### src/rtl/tcp_sess_pkg.sv
package tcp_sess_pkg;

  typedef enum logic [4:0] {
    ST_RESET  = 5'b00000,
    ST_INIT   = 5'b00001,
    ST_IDLE   = 5'b00010,
    ST_AOPEN  = 5'b00011,
    ST_POPEN  = 5'b00100,
    ST_ACTIVE = 5'b00101,
    ST_ACLOSE = 5'b00110,
    ST_PCLOSE = 5'b00111,
    ST_TRST   = 5'b01000,
    ST_ERR    = 5'b11111
  } sess_state_e;

  localparam int PKT_W = 8;
  localparam int PK_ARP_REQ = 0;
  localparam int PK_ARP_REP = 1;
  localparam int PK_SYN     = 2;
  localparam int PK_SYNACK  = 3;
  localparam int PK_ACK     = 4;
  localparam int PK_FINACK  = 5;
  localparam int PK_RST     = 6;
  localparam int PK_FIN     = 7;

  localparam int CS_ARP    = 0;
  localparam int CS_AOPEN  = 1;
  localparam int CS_POPEN  = 2;
  localparam int CS_ACLOSE = 3;
  localparam int CS_PCLOSE = 4;
  localparam int CS_RSTRX  = 9;

  localparam logic [1:0] CMD_ACLOSE = 2'b00;
  localparam logic [1:0] CMD_AOPEN  = 2'b01;

  // connection considered up while a close is still in progress
  function automatic logic link_up(sess_state_e s);
    return (s == ST_ACTIVE) || (s == ST_ACLOSE) || (s == ST_PCLOSE);
  endfunction

  // a timeout count of zero behaves as one
  function automatic logic tmo_hit(logic [31:0] cnt);
    return cnt <= 32'd1;
  endfunction

endpackage

### src/rtl/sess_timer.sv
module sess_timer #(
  parameter int TW = 32
) (
  input  logic          clk,
  input  logic          rst_n,
  input  logic [TW-1:0] load_val,
  input  logic          reload,
  output logic          expire
);
  import tcp_sess_pkg::*;

  logic [TW-1:0] cnt;

  always_ff @(posedge clk) begin
    if (!rst_n)              cnt <= '0;
    else if (reload)         cnt <= load_val;
    else if (cnt > TW'(1))   cnt <= cnt - TW'(1);
  end

  assign expire = tmo_hit(32'(cnt));

  // a reload above one cannot expire on the very next cycle
  a_r11_no_early_expire: assert property (@(posedge clk) disable iff (!rst_n)
    (reload && load_val > TW'(1)) |=> !expire);

endmodule

### src/rtl/sess_retry.sv
module sess_retry #(
  parameter int MAX_RETRY = 16,
  localparam int RW = $clog2(MAX_RETRY + 1)
) (
  input  logic clk,
  input  logic rst_n,
  input  logic clear,
  input  logic bump,
  output logic spent
);
  logic [RW-1:0] count;

  always_ff @(posedge clk) begin
    if (!rst_n || clear) count <= '0;
    else if (bump)       count <= count + RW'(1);
  end

  assign spent = (count >= RW'(MAX_RETRY));

  // the resend counter never passes its limit
  a_r6_retry_bound: assert property (@(posedge clk) disable iff (!rst_n)
    count <= RW'(MAX_RETRY));
  // no resend is requested once the budget is used
  a_r6_bump_legal: assert property (@(posedge clk) disable iff (!rst_n)
    bump |-> !spent);

endmodule

### src/rtl/sess_fsm.sv
module sess_fsm #(
  parameter int MAC_W   = 48,
  parameter int CAUSE_W = 16
) (
  input  logic                          clk,
  input  logic                          rst_n,
  input  logic [1:0]                    cfg_mode,
  input  logic [MAC_W-1:0]              cfg_mac,
  input  logic [1:0]                    cmd_code,
  input  logic                          cmd_strobe,
  input  logic                          user_tx_err,
  input  logic                          ev_arp_req,
  input  logic                          ev_arp_rep,
  input  logic [MAC_W-1:0]              ev_mac,
  input  logic                          ev_syn,
  input  logic                          ev_synack,
  input  logic                          ev_ack,
  input  logic                          ev_finack,
  input  logic                          ev_rst,
  input  logic                          expire,
  input  logic                          spent,
  output tcp_sess_pkg::sess_state_e     state,
  output logic [tcp_sess_pkg::PKT_W-1:0] tx_req,
  output logic [CAUSE_W-1:0]            irq_status,
  output logic                          init_done,
  output logic [MAC_W-1:0]              peer_mac,
  output logic                          reload,
  output logic                          retry_bump,
  output logic                          retry_clear
);
  import tcp_sess_pkg::*;

  sess_state_e       nxt;
  logic [PKT_W-1:0]  send;
  logic [CAUSE_W-1:0] cause;
  logic              take_mac;
  logic [MAC_W-1:0]  mac_src;
  logic              sa_sent, sa_nxt;

  always_comb begin
    nxt        = state;
    send       = '0;
    cause      = '0;
    retry_bump = 1'b0;
    take_mac   = 1'b0;
    mac_src    = ev_mac;
    sa_nxt     = sa_sent;
    case (state)
      ST_RESET: begin
        nxt = ST_INIT;
        if (cfg_mode == 2'b00) send[PK_ARP_REQ] = 1'b1;
      end
      ST_INIT: begin
        if (cfg_mode[1]) begin
          nxt = ST_IDLE; take_mac = 1'b1; mac_src = cfg_mac;
        end else if (cfg_mode[0]) begin
          if (ev_arp_req) begin
            nxt = ST_IDLE; take_mac = 1'b1; send[PK_ARP_REP] = 1'b1;
          end
        end else begin
          if (ev_arp_rep) begin
            nxt = ST_IDLE; take_mac = 1'b1;
          end else if (expire) begin
            send[PK_ARP_REQ] = 1'b1; cause[CS_ARP] = 1'b1;
          end
        end
      end
      ST_IDLE: begin
        sa_nxt = 1'b0;
        if (cmd_strobe) begin
          if (cmd_code == CMD_AOPEN) begin
            nxt = ST_AOPEN; send[PK_SYN] = 1'b1;
          end else if (cmd_code[1]) begin
            nxt = ST_POPEN;
          end
        end
      end
      ST_AOPEN: begin
        if (ev_synack) begin
          nxt = ST_ACTIVE; send[PK_ACK] = 1'b1;
        end else if (expire) begin
          cause[CS_AOPEN] = 1'b1;
          if (spent) begin nxt = ST_IDLE; send[PK_FIN] = 1'b1; end
          else begin send[PK_SYN] = 1'b1; retry_bump = 1'b1; end
        end
      end
      ST_POPEN: begin
        if (!sa_sent) begin
          if (ev_syn) begin send[PK_SYNACK] = 1'b1; sa_nxt = 1'b1; end
        end else if (ev_ack) begin
          nxt = ST_ACTIVE;
        end else if (expire) begin
          cause[CS_POPEN] = 1'b1;
          if (spent) begin nxt = ST_IDLE; send[PK_FIN] = 1'b1; end
          else begin send[PK_SYNACK] = 1'b1; retry_bump = 1'b1; end
        end
      end
      ST_ACTIVE: begin
        if (ev_rst) begin
          nxt = ST_IDLE; cause[CS_RSTRX] = 1'b1;
        end else if (ev_finack) begin
          nxt = ST_PCLOSE; send[PK_FINACK] = 1'b1;
        end else if (cmd_strobe && cmd_code == CMD_ACLOSE) begin
          nxt = ST_ACLOSE; send[PK_FINACK] = 1'b1;
        end
      end
      ST_ACLOSE: begin
        if (ev_finack) begin
          nxt = ST_IDLE; send[PK_ACK] = 1'b1;
        end else if (expire) begin
          nxt = ST_TRST; send[PK_RST] = 1'b1; cause[CS_ACLOSE] = 1'b1;
        end
      end
      ST_PCLOSE: begin
        if (ev_ack) begin
          nxt = ST_IDLE;
        end else if (expire) begin
          cause[CS_PCLOSE] = 1'b1;
          if (spent) begin nxt = ST_TRST; send[PK_RST] = 1'b1; end
          else begin send[PK_FINACK] = 1'b1; retry_bump = 1'b1; end
        end
      end
      ST_TRST: nxt = ST_IDLE;
      ST_ERR:  nxt = ST_ERR;
      default: nxt = ST_ERR;
    endcase
    if (user_tx_err && state != ST_RESET && state != ST_ERR) begin
      nxt        = ST_ERR;
      send       = '0;
      cause      = '0;
      retry_bump = 1'b0;
      take_mac   = 1'b0;
    end
  end

  assign reload      = (nxt != state) || (send != '0);
  assign retry_clear = (nxt == ST_IDLE) || (nxt == ST_ACTIVE);

  always_ff @(posedge clk) begin
    if (!rst_n) begin
      state      <= ST_RESET;
      tx_req     <= '0;
      irq_status <= '0;
      init_done  <= 1'b0;
      peer_mac   <= '0;
      sa_sent    <= 1'b0;
    end else begin
      state      <= nxt;
      tx_req     <= send;
      irq_status <= cause;
      sa_sent    <= (nxt == ST_POPEN) ? sa_nxt : 1'b0;
      if (take_mac) peer_mac <= mac_src;
      if (state == ST_INIT && nxt == ST_IDLE) init_done <= 1'b1;
    end
  end

  // reset drives the reset state with no requests
  a_r1_reset_state: assert property (@(posedge clk)
    !rst_n |=> (state == ST_RESET && tx_req == '0));
  // one packet request and one cause at a time
  a_r13_single_pkt: assert property (@(posedge clk) disable iff (!rst_n)
    $onehot0(tx_req));
  a_r13_single_cause: assert property (@(posedge clk) disable iff (!rst_n)
    $onehot0(irq_status));
  // error is left only through reset
  a_r12_err_sticky: assert property (@(posedge clk) disable iff (!rst_n)
    (state == ST_ERR) |=> (state == ST_ERR));
  // active open is reached only from idle
  a_r5_open_from_idle: assert property (@(posedge clk) disable iff (!rst_n)
    (state == ST_AOPEN && $past(state) != ST_AOPEN) |-> ($past(state) == ST_IDLE));
  // a received reset in port active leaves silently
  a_r10_rst_silent: assert property (@(posedge clk) disable iff (!rst_n)
    (state == ST_ACTIVE && ev_rst && !user_tx_err) |=>
      (state == ST_IDLE && tx_req == '0 && irq_status[CS_RSTRX]));
  // fixed MAC mode never emits ARP frames
  a_r2_fixed_no_arp: assert property (@(posedge clk) disable iff (!rst_n)
    cfg_mode[1] |-> (!tx_req[PK_ARP_REQ] && !tx_req[PK_ARP_REP]));
  // FIN is only issued on the way back to idle
  a_r6_fin_to_idle: assert property (@(posedge clk) disable iff (!rst_n)
    tx_req[PK_FIN] |-> (state == ST_IDLE));

endmodule

### src/rtl/tcp_session_ctrl.sv
module tcp_session_ctrl #(
  parameter int MAC_W     = 48,
  parameter int TMO_W     = 32,
  parameter int MAX_RETRY = 16,
  parameter int CAUSE_W   = 16
) (
  input  logic               clk,
  input  logic               rst_n,
  input  logic [1:0]         mac_mode,
  input  logic [MAC_W-1:0]   fixed_peer_mac,
  input  logic [TMO_W-1:0]   timeout_cycles,
  input  logic [1:0]         cmd_code,
  input  logic               cmd_strobe,
  input  logic               user_tx_err,
  input  logic               rx_arp_req,
  input  logic               rx_arp_rep,
  input  logic [MAC_W-1:0]   rx_peer_mac,
  input  logic               rx_syn,
  input  logic               rx_synack,
  input  logic               rx_ack,
  input  logic               rx_finack,
  input  logic               rx_rst,
  output logic [4:0]         state_code,
  output logic               init_done,
  output logic               conn_on,
  output logic [MAC_W-1:0]   peer_mac,
  output logic [7:0]         pkt_req,
  output logic               tmo_irq,
  output logic [CAUSE_W-1:0] irq_cause
);
  import tcp_sess_pkg::*;

  logic [1:0]       cfg_mode;
  logic [MAC_W-1:0] cfg_mac;
  logic [TMO_W-1:0] cfg_tmo;

  // settings follow the inputs while reset is held, then freeze
  always_ff @(posedge clk) begin
    if (!rst_n) begin
      cfg_mode <= mac_mode;
      cfg_mac  <= fixed_peer_mac;
      cfg_tmo  <= timeout_cycles;
    end
  end

  sess_state_e      state;
  logic             expire, spent, reload, retry_bump, retry_clear;
  logic [PKT_W-1:0] tx_req;

  sess_timer #(.TW(TMO_W)) u_timer (
    .clk(clk), .rst_n(rst_n), .load_val(cfg_tmo), .reload(reload), .expire(expire)
  );

  sess_retry #(.MAX_RETRY(MAX_RETRY)) u_retry (
    .clk(clk), .rst_n(rst_n), .clear(retry_clear), .bump(retry_bump), .spent(spent)
  );

  sess_fsm #(.MAC_W(MAC_W), .CAUSE_W(CAUSE_W)) u_fsm (
    .clk(clk), .rst_n(rst_n), .cfg_mode(cfg_mode), .cfg_mac(cfg_mac),
    .cmd_code(cmd_code), .cmd_strobe(cmd_strobe), .user_tx_err(user_tx_err),
    .ev_arp_req(rx_arp_req), .ev_arp_rep(rx_arp_rep), .ev_mac(rx_peer_mac),
    .ev_syn(rx_syn), .ev_synack(rx_synack), .ev_ack(rx_ack),
    .ev_finack(rx_finack), .ev_rst(rx_rst),
    .expire(expire), .spent(spent),
    .state(state), .tx_req(tx_req), .irq_status(irq_cause),
    .init_done(init_done), .peer_mac(peer_mac),
    .reload(reload), .retry_bump(retry_bump), .retry_clear(retry_clear)
  );

  assign state_code = state;
  assign pkt_req    = tx_req;
  assign tmo_irq    = |irq_cause;
  assign conn_on    = link_up(state);

  // interrupt pulses exactly with a cause
  a_r13_irq_cause: assert property (@(posedge clk) disable iff (!rst_n)
    tmo_irq == (irq_cause != '0));

endmodule

### config.mk
export PLATFORM = sky130hd
export DESIGN_NAME = tcp_session_ctrl
export DESIGN_NICKNAME = d
export VERILOG_FILES = /design/src/rtl/tcp_sess_pkg.sv /design/src/rtl/sess_timer.sv /design/src/rtl/sess_retry.sv /design/src/rtl/sess_fsm.sv /design/src/rtl/tcp_session_ctrl.sv
export SDC_FILE = /design/constraint.sdc
export NUM_CORES = 1
export LEC_CHECK = 0
export ABC_AREA = 1
export BUFFER_PORTS_ARGS = -buffer_cell sky130_fd_sc_hd__clkbuf_2
export CORE_MARGIN = 2
export CORE_UTILIZATION = 53
export DETAILED_ROUTE_END_ITERATION = 12
export PLACE_DENSITY = 0.81
export RECOVER_POWER = 50
export SETUP_SLACK_MARGIN = 0.4
export SYNTH_ARGS = -nofsm -noshare
export SYNTH_HDL_FRONTEND = slang
export SYNTH_SLANG_ARGS = --single-unit
export TNS_END_PERCENT = 20
### constraint.sdc
create_clock -name clk -period 5 [get_ports clk]
set_clock_uncertainty 0.05 [all_clocks]
set_input_delay 0.75 -clock clk [delete_from_list [all_inputs] [get_ports clk]]
set_output_delay 0.75 -clock clk [all_outputs]
set_load 0.02 [all_outputs]
==> flow_summary_export.csv, run 1 <==
group,metric,value,unit
clock_network,cts_buffer_depth,2,
worst_setup_path,critPathSlowestCell,"nor2_4",
sta,setup_violations,0,
sta,setup_slack,1530,ps
clock_network,post_cts_resized,0,
layout,nFillCells,1294,
logic_synthesis,synth-edff-count,82,
pwr,p_leak,4.28,nW
logic_synthesis,avgSynthCellArea,8.91,um^2
clock_network,post-cts-setup-buffers,0,
routing,wl_per_cell,15.7,um
sta,period_share,69.3,%
routing,drtAntennaViolNets,0,
hold_path,hold_class,"reg -> reg",
run,maxCapViolCount,0,
worst_setup_path,crit_buf_inv,3,
clock_network,cts_made_buffers,17,
sta,clock.fmax,288,MHz
routing,drt-total-wl,20600,um
global_routing,grt_pass1_wl,32600,um
pwr,power.total,0.00350,W
worst_setup_path,endpoint_kind,"flop",
clock_network,holdBufCountCts,0,
clock_network,htreeDepth,4,
worst_setup_path,worstSetupStartpointType,"flop",
clock_network,cts.clk_slew.worst_paths,70,ps
pwr,power_density,357,nW/um^2
die,initial_core_util,54.1,%
die,io-pin-count,223,
global_routing,grt_max_degree,82,
routing,first_pass_iters,5,
die,fp.dieW,128,um
logic_synthesis,syn_inst,919,
logic_synthesis,yosysSeqAreaShare,56.0,%
logic_synthesis,async_flop_share,0,%
worst_setup_path,criticalPathCategory,"reg -> reg",
routing,num_vias,7140,
die,core_area,15100,um^2
clock_network,clk_latency,430,ps
sta,setup-tns-final,0,ps
layout,post_route_cells_drive_above_1_share,20.1,%
clock_network,cts-root-buf,"clkbuf_16",
worst_setup_path,cp.required,5300,ps
global_routing,grt_pass1_vias,6599,
global_routing,antenna_found_initial,0,
worst_setup_path,cp_slowest_stage_delay,490,ps
die,dieArea,16500,um^2
layout,final_nets,1255,
placed_design,gp_congestion,0.973,
logic_synthesis,synth_cell_types,43,
logic_synthesis,yosysWarnings,0,
routing,drt_first_iter_violations,584,
routing,via_per_inst,5.45,
run_status,status,"complete, no violations",
global_routing,grt_overflow,0,
sta,rsz0062_at_grt,"false",
placed_design,dpl.hpwl,14600,um
sta,finalHoldViolCount,0,
die,rows,45,
sta,slew_viol_final,0,
worst_setup_path,crit_chain,"inv_1, ha_1, nand2_1, a21oi_4, inv_2, nor2_4, nand2_1, nand3_1, nor2_1, nor2_4, nand2_4, clkinv_2, nand2_1, a21oi_1",
die,die_height,128,um
clock_network,clkSinkCount,188,
worst_setup_path,path_delay_family,"simple AND/OR/NAND/NOR gates",
pwr,peakVddDrop,0.298,mV
sta,fin_crit,3470,ps
worst_setup_path,crit_top_cell,"nand2_1",
clock_network,cts_tree,"built",
placed_design,io_buffers,212,
placed_design,dpl_worst_slack,1560,ps
sta,max_slew.worst_pin.slew,1080,ps
sta,relSlewSlack,28.1,%
global_routing,grt.total_usage,25.3,%
layout,num_antenna_cells,0,
worst_setup_path,arrival,3770,ps
logic_synthesis,ys_ff_latch,188,
layout,synthToLayoutAreaGrowth,19.6,%
logic_synthesis,syn-cell-area,8190,um^2
routing,drc_errors,0,
worst_setup_path,cp_max_fo,33,
logic_synthesis,ys.flop_type,"dfxtp_1",
-- final timing paths --
path                            cells after the start       startpoint  slack, ps              end
worst min-delay path                                2  u_fsm.init_done        420  u_fsm.init_done
worst max-delay path                               14   u_timer.cnt[0]       1530   u_timer.cnt[9]
worst max register to register                     14   u_timer.cnt[0]       1530   u_timer.cnt[9]
worst min register to register                      2  u_fsm.init_done        420  u_fsm.init_done
-- stage by stage --
| stage | area, um^2 | instances | hold WS [ps] | utilization (%) |
|---|---|---|---|---|
| after CTS | 9850 | 1309 | 426 | 65.1 |
| final | 9790 | 1309 | 420 | 64.7 |
| after detailed placement | 9270 | 1277 | 410 | 61.2 |
| after global placement | 9270 | 1277 | 403 | 61.2 |
| after floorplan | 8220 | 928 | 397 | - |
| after global routing | 9790 | 1309 | 421 | 64.7 |
-- area by class of cell --
| type | count | area [um^2] | share of cell area [%] |
|---|---|---|---|
| sequential | 188 | 4580 | 46.8 |
| multi-input combinational | 622 | 3110 | 31.7 |
| timing repair buffer | 219 | 1050 | 10.8 |
| clock buffer | 21 | 450 | 4.60 |
| tap | 188 | 235 | 2.40 |
| inverter | 60 | 229 | 2.34 |
| clock inverter | 11 | 135 | 1.38 |
-- report_power, final --
group	internal, W	total (W)	switching (W)
combinational	0.000139	0.000404	0.000265
sequential	0.00170	0.00175	0.0000510
clock	0.000759	0.00135	0.000588
-- logic make-up after synthesis --
logic type | Yosys count | synth area share (%)
AOI/OAI and AO/OA | 163 | 11.1
xor gates and xnor gates | 24 | 2.57
adders and majority gates | 4 | 0.611
buffers and inverters | 118 | 6.53
DFF | 188 | 56.0
other | 1 | 0.0458
and+or+nand+nor | 421 | 23.2
-- sequential cells by signal, indices dropped and copies added, names as in the netlist --
register	count
cfg_mac	48
cfg_mode	2
cfg_tmo	32
u_fsm.init_done	1
u_fsm.irq_status	6
u_fsm.peer_mac	48
u_fsm.sa_sent	1
u_fsm.state	5
u_fsm.tx_req	8
u_retry.count	5
u_timer.cnt	32
-- cell usage after synthesis (2+ instances only) --
cell type,n,area share [%]
ha_1,4,0.61
nand2_1,187,8.6
buf_2,6,0.37
inv_1,55,2.5
nand2_2,2,0.15
edfxtp_1,82,30
nor4_1,6,0.46
clkbuf_1,35,1.6
o21ai_0,58,3.5
or2_2,3,0.23
nor3_1,6,0.37
dfxtp_1,106,26
buf_6,6,0.83
xor2_1,11,1.2
a21oi_1,48,2.9
nand4_1,31,2.4
buf_4,10,0.92
nor2_4,2,0.28
o211ai_1,2,0.18
xnor2_1,13,1.4
nand3_2,3,0.37
a31oi_1,49,3.7
inv_2,3,0.14
nand3_1,86,5.3
nor2_1,82,3.8
nor2_2,6,0.46
-- metal layers --
layer | wire (um) | share of wire [%] | vias to the layer above | GRT usage [%]
li1 | - | - | 3516 | -
met1 | 8360 | 41 | 3247 | 30.8
met2 | 9910 | 48 | 327 | 42.2
met3 | 1720 | 8.3 | 50 | 7.26
met4 | 612 | 3.0 | 0 | 10.3
met5 | 0 | 0 | - | 0
-- cell usage in the layout (no fill, tap or decap), types with 2 or more instances in the layout --
master / count
nor4_1: 6
nand2_2: 2
a31oi_1: 49
nand3_2: 3
nor2_2: 5
nor2_1: 82
buf_4: 7
inv_2: 3
inv_6: 2
ha_1: 4
clkbuf_1: 51
nand4_1: 31
xor2_1: 11
xnor2_1: 13
clkinv_2: 2
nor3_1: 6
edfxtp_1: 82
o211ai_1: 2
clkinvlp_4: 2
nand2_1: 187
clkinv_4: 3
a21oi_1: 48
o21ai_0: 58
dfxtp_1: 106
nor2_4: 3
clkbuf_2: 164
inv_1: 55
or2_2: 3
nand3_1: 86
bufinv_16: 2
clkbuf_16: 17
conb_1: 10
-- tightest hold or removal path: stages, from the launching register on --
cell and delay, ps:
dfxtp_1 330, nor2_1 50, nor2_1 70
No activity file was read; power rests on OpenSTA's default activity.
==> run 2: changes to the inputs <==
--- a/config.mk
+++ b/config.mk
@@ -8,9 +8,9 @@
 export ABC_AREA = 1
 export BUFFER_PORTS_ARGS = -buffer_cell sky130_fd_sc_hd__clkbuf_2
 export CORE_MARGIN = 2
-export CORE_UTILIZATION = 53
+export CORE_UTILIZATION = 47
 export DETAILED_ROUTE_END_ITERATION = 12
-export PLACE_DENSITY = 0.81
+export PLACE_DENSITY = 0.76
 export RECOVER_POWER = 50
 export SETUP_SLACK_MARGIN = 0.4
 export SYNTH_ARGS = -nofsm -noshare
==> constraint.sdc (replaced) <==
create_clock -name clk -period 3 [get_ports clk]
set_clock_uncertainty 0.05 [all_clocks]
set_input_delay 0.45 -clock clk [delete_from_list [all_inputs] [get_ports clk]]
set_output_delay 0.45 -clock clk [all_outputs]
set_load 0.02 [all_outputs]
==> run 2 against run 1 <==
Effect of this change:
- non-clock buffer count up 20
- flip-flop and latch count unchanged
- sequential power increased by 67%
- worst setup slack got worse by 1100 ps
- routed wire length increased by 2.8%
- worst hold slack worse by 280 ps
- critical path depth is 2 higher
- maximum frequency grew 35%
- cell area grew 4.2%
- final cell count rose by 4.4%
- clock power is 64% higher
- critical endpoint is now u_timer.cnt[16]
- largest power group unchanged
==> flow_summary_export.csv, run 2 (same netlist as run 1, synthesis figures left out) <==
group,metric,value,unit
run_status,status,"complete, no violations",
clock_network,cts_buffer_depth,2,
pwr,power_density,577,nW/um^2
worst_setup_path,worstSetupStartpointType,"flop",
clock_network,clk_latency,430,ps
placed_design,gp_congestion,0.946,
placed_design,dp.cells,1326,
global_routing,grt_pass1_vias,6828,
die,die_height,136,um
routing,drt_first_iter_violations,590,
die,io-pin-count,223,
layout,synthToLayoutAreaGrowth,24.7,%
sta,fin_crit,2570,ps
layout,final_cells,1367,
clock_network,cts.clk_slew.worst_paths,80,ps
routing,drc_errors,0,
routing,wirelength_met1,8770,um
layout,num_antenna_cells,0,
sta,setup_violations,0,
global_routing,grt_max_degree,98,
layout,top_regs,"cfg_mac: 48 flops, u_fsm.peer_mac: 48 flops",
routing,drt-total-wl,21200,um
layout,final_nets,1276,
placed_design,dpl.hpwl,14800,um
clock_network,cts-root-buf,"clkbuf_16",
sta,clock.fmax,389,MHz
global_routing,grt.total_usage,23.0,%
clock_network,clkSinkCount,188,
routing,routed-wl-met2,9980,um
global_routing,grt_overflow,0,
routing,top_layer,"met4",
routing,num_vias,7198,
pwr,peakVddDrop,0.436,mV
clock_network,holdBufCountCts,0,
die,rows,48,
layout,mostFrequentLayoutCells,"clkbuf_2, nand2_1, dfxtp_1",
routing,via_per_inst,5.27,
placed_design,io_buffers,212,
global_routing,grt_pass1_wl,33500,um
global_routing,antenna_found_initial,0,
sta,rsz0062_at_grt,"true",
worst_setup_path,cp_max_fo,11,
die,core_area,17200,um^2
layout,post_route_cells_drive_above_1_share,27.8,%
sta,period_share,85.8,%
die,initial_core_util,47.7,%
die,fp.dieW,136,um
sta,max_slew.worst_pin.slew,1200,ps
layout,layout_commonest_cell,"clkbuf_2",
die,dieArea,18500,um^2
sta,finalHoldViolCount,0,
routing,wl_per_cell,15.5,um
pwr,p_leak,4.56,nW
sta,setup-tns-final,0,ps
layout,nFillCells,1529,
run,maxCapViolCount,0,
hold_path,hold_class,"in -> reg",
sta,slew_viol_final,0,
routing,first_pass_iters,5,
worst_setup_path,cp.required,3210,ps
worst_setup_path,arrival,2780,ps
routing,drtAntennaViolNets,0,
routing,wl_met3,1730,um
clock_network,htreeDepth,4,
worst_setup_path,criticalPathCategory,"reg -> reg",
clock_network,cts_tree,"built",
sta,relSlewSlack,19.9,%
worst_setup_path,endpoint_kind,"flop",
clock_network,cts_made_buffers,17,
==> run 2: report_power, final <==
part | leakage [nW] | total [W] | internal, W | switching [W]
Sequential | 1.67 | 0.00292 | 0.00283 | 0.0000871
Combinational | 2.61 | 0.000752 | 0.000279 | 0.000473
Clock | 0.286 | 0.00222 | 0.00112 | 0.00110
==> run 2: worst paths after layout <==
kind,start,endpoint,slack [ps],cells after the start
hold reg to reg,u_fsm.init_done,u_fsm.init_done,430,2
setup reg to reg,u_fsm.state[0],u_timer.cnt[16],430,16
hold / removal,fixed_peer_mac[19],cfg_mac[19],140,1
setup / recovery,u_fsm.state[0],u_timer.cnt[16],430,16
==> run 2: layer usage <==
metal	GRT usage [%]	vias up
met2	37.7	307
met3	7.23	53
met1	28.3	3274
met5	0	-
li1	-	3564
met4	9.32	0
==> run 2: critical path, stage by stage, from the launching register on <==
cell	delay (ps)
dfxtp_1	530
nand2_1	170
inv_1	90
nand2_1	50
nand3_1	90
nand2_1	120
inv_2	120
nand3_1	120
nor2_4	160
nand3_2	120
nand2_2	100
nand3_4	100
nor2_8	150
nand2_4	120
clkbuf_16	200
nand2_1	70
a21oi_1	60
==> run 2: layout make-up <==
| cell class | instances | area [um^2] | share of cell area (%) |
|---|---|---|---|
| clock buffers | 17 | 425 | 4.17 |
| well taps | 225 | 282 | 2.76 |
| repair buffers | 239 | 1300 | 12.7 |
| flip-flops and latches | 188 | 4590 | 44.9 |
| multi-input cells | 623 | 3220 | 31.5 |
| clock inverters | 15 | 168 | 1.64 |
| inverters | 60 | 230 | 2.26 |
==> run 2: what timing repair did <==
action                                  in CTS  in global routing
endpoints found under the setup margin      37                 37
resized for setup                            1                 39
setup buffers                                3                  4
cloned                                       1                  1
pin swaps                                    2                 10
==> run 2: metrics by stage <==
stage | instance area [um^2] | setup slack, ps | total power [W] | hold WS, ps | util, %
2_1_floorplan | 8220 | 639 | 0.00343 | 397 | -
5_1_grt | 10200 | 247 | 0.00613 | 115 | 59.4
3_3_place_gp | 9440 | 292 | 0.00367 | 409 | 55.0
3_5_place_dp | 9440 | 294 | 0.00367 | 416 | 55.0
4_1_cts | 10100 | 401 | 0.00589 | 122 | 58.6
6_report | 10200 | 427 | 0.00589 | 139 | 59.4
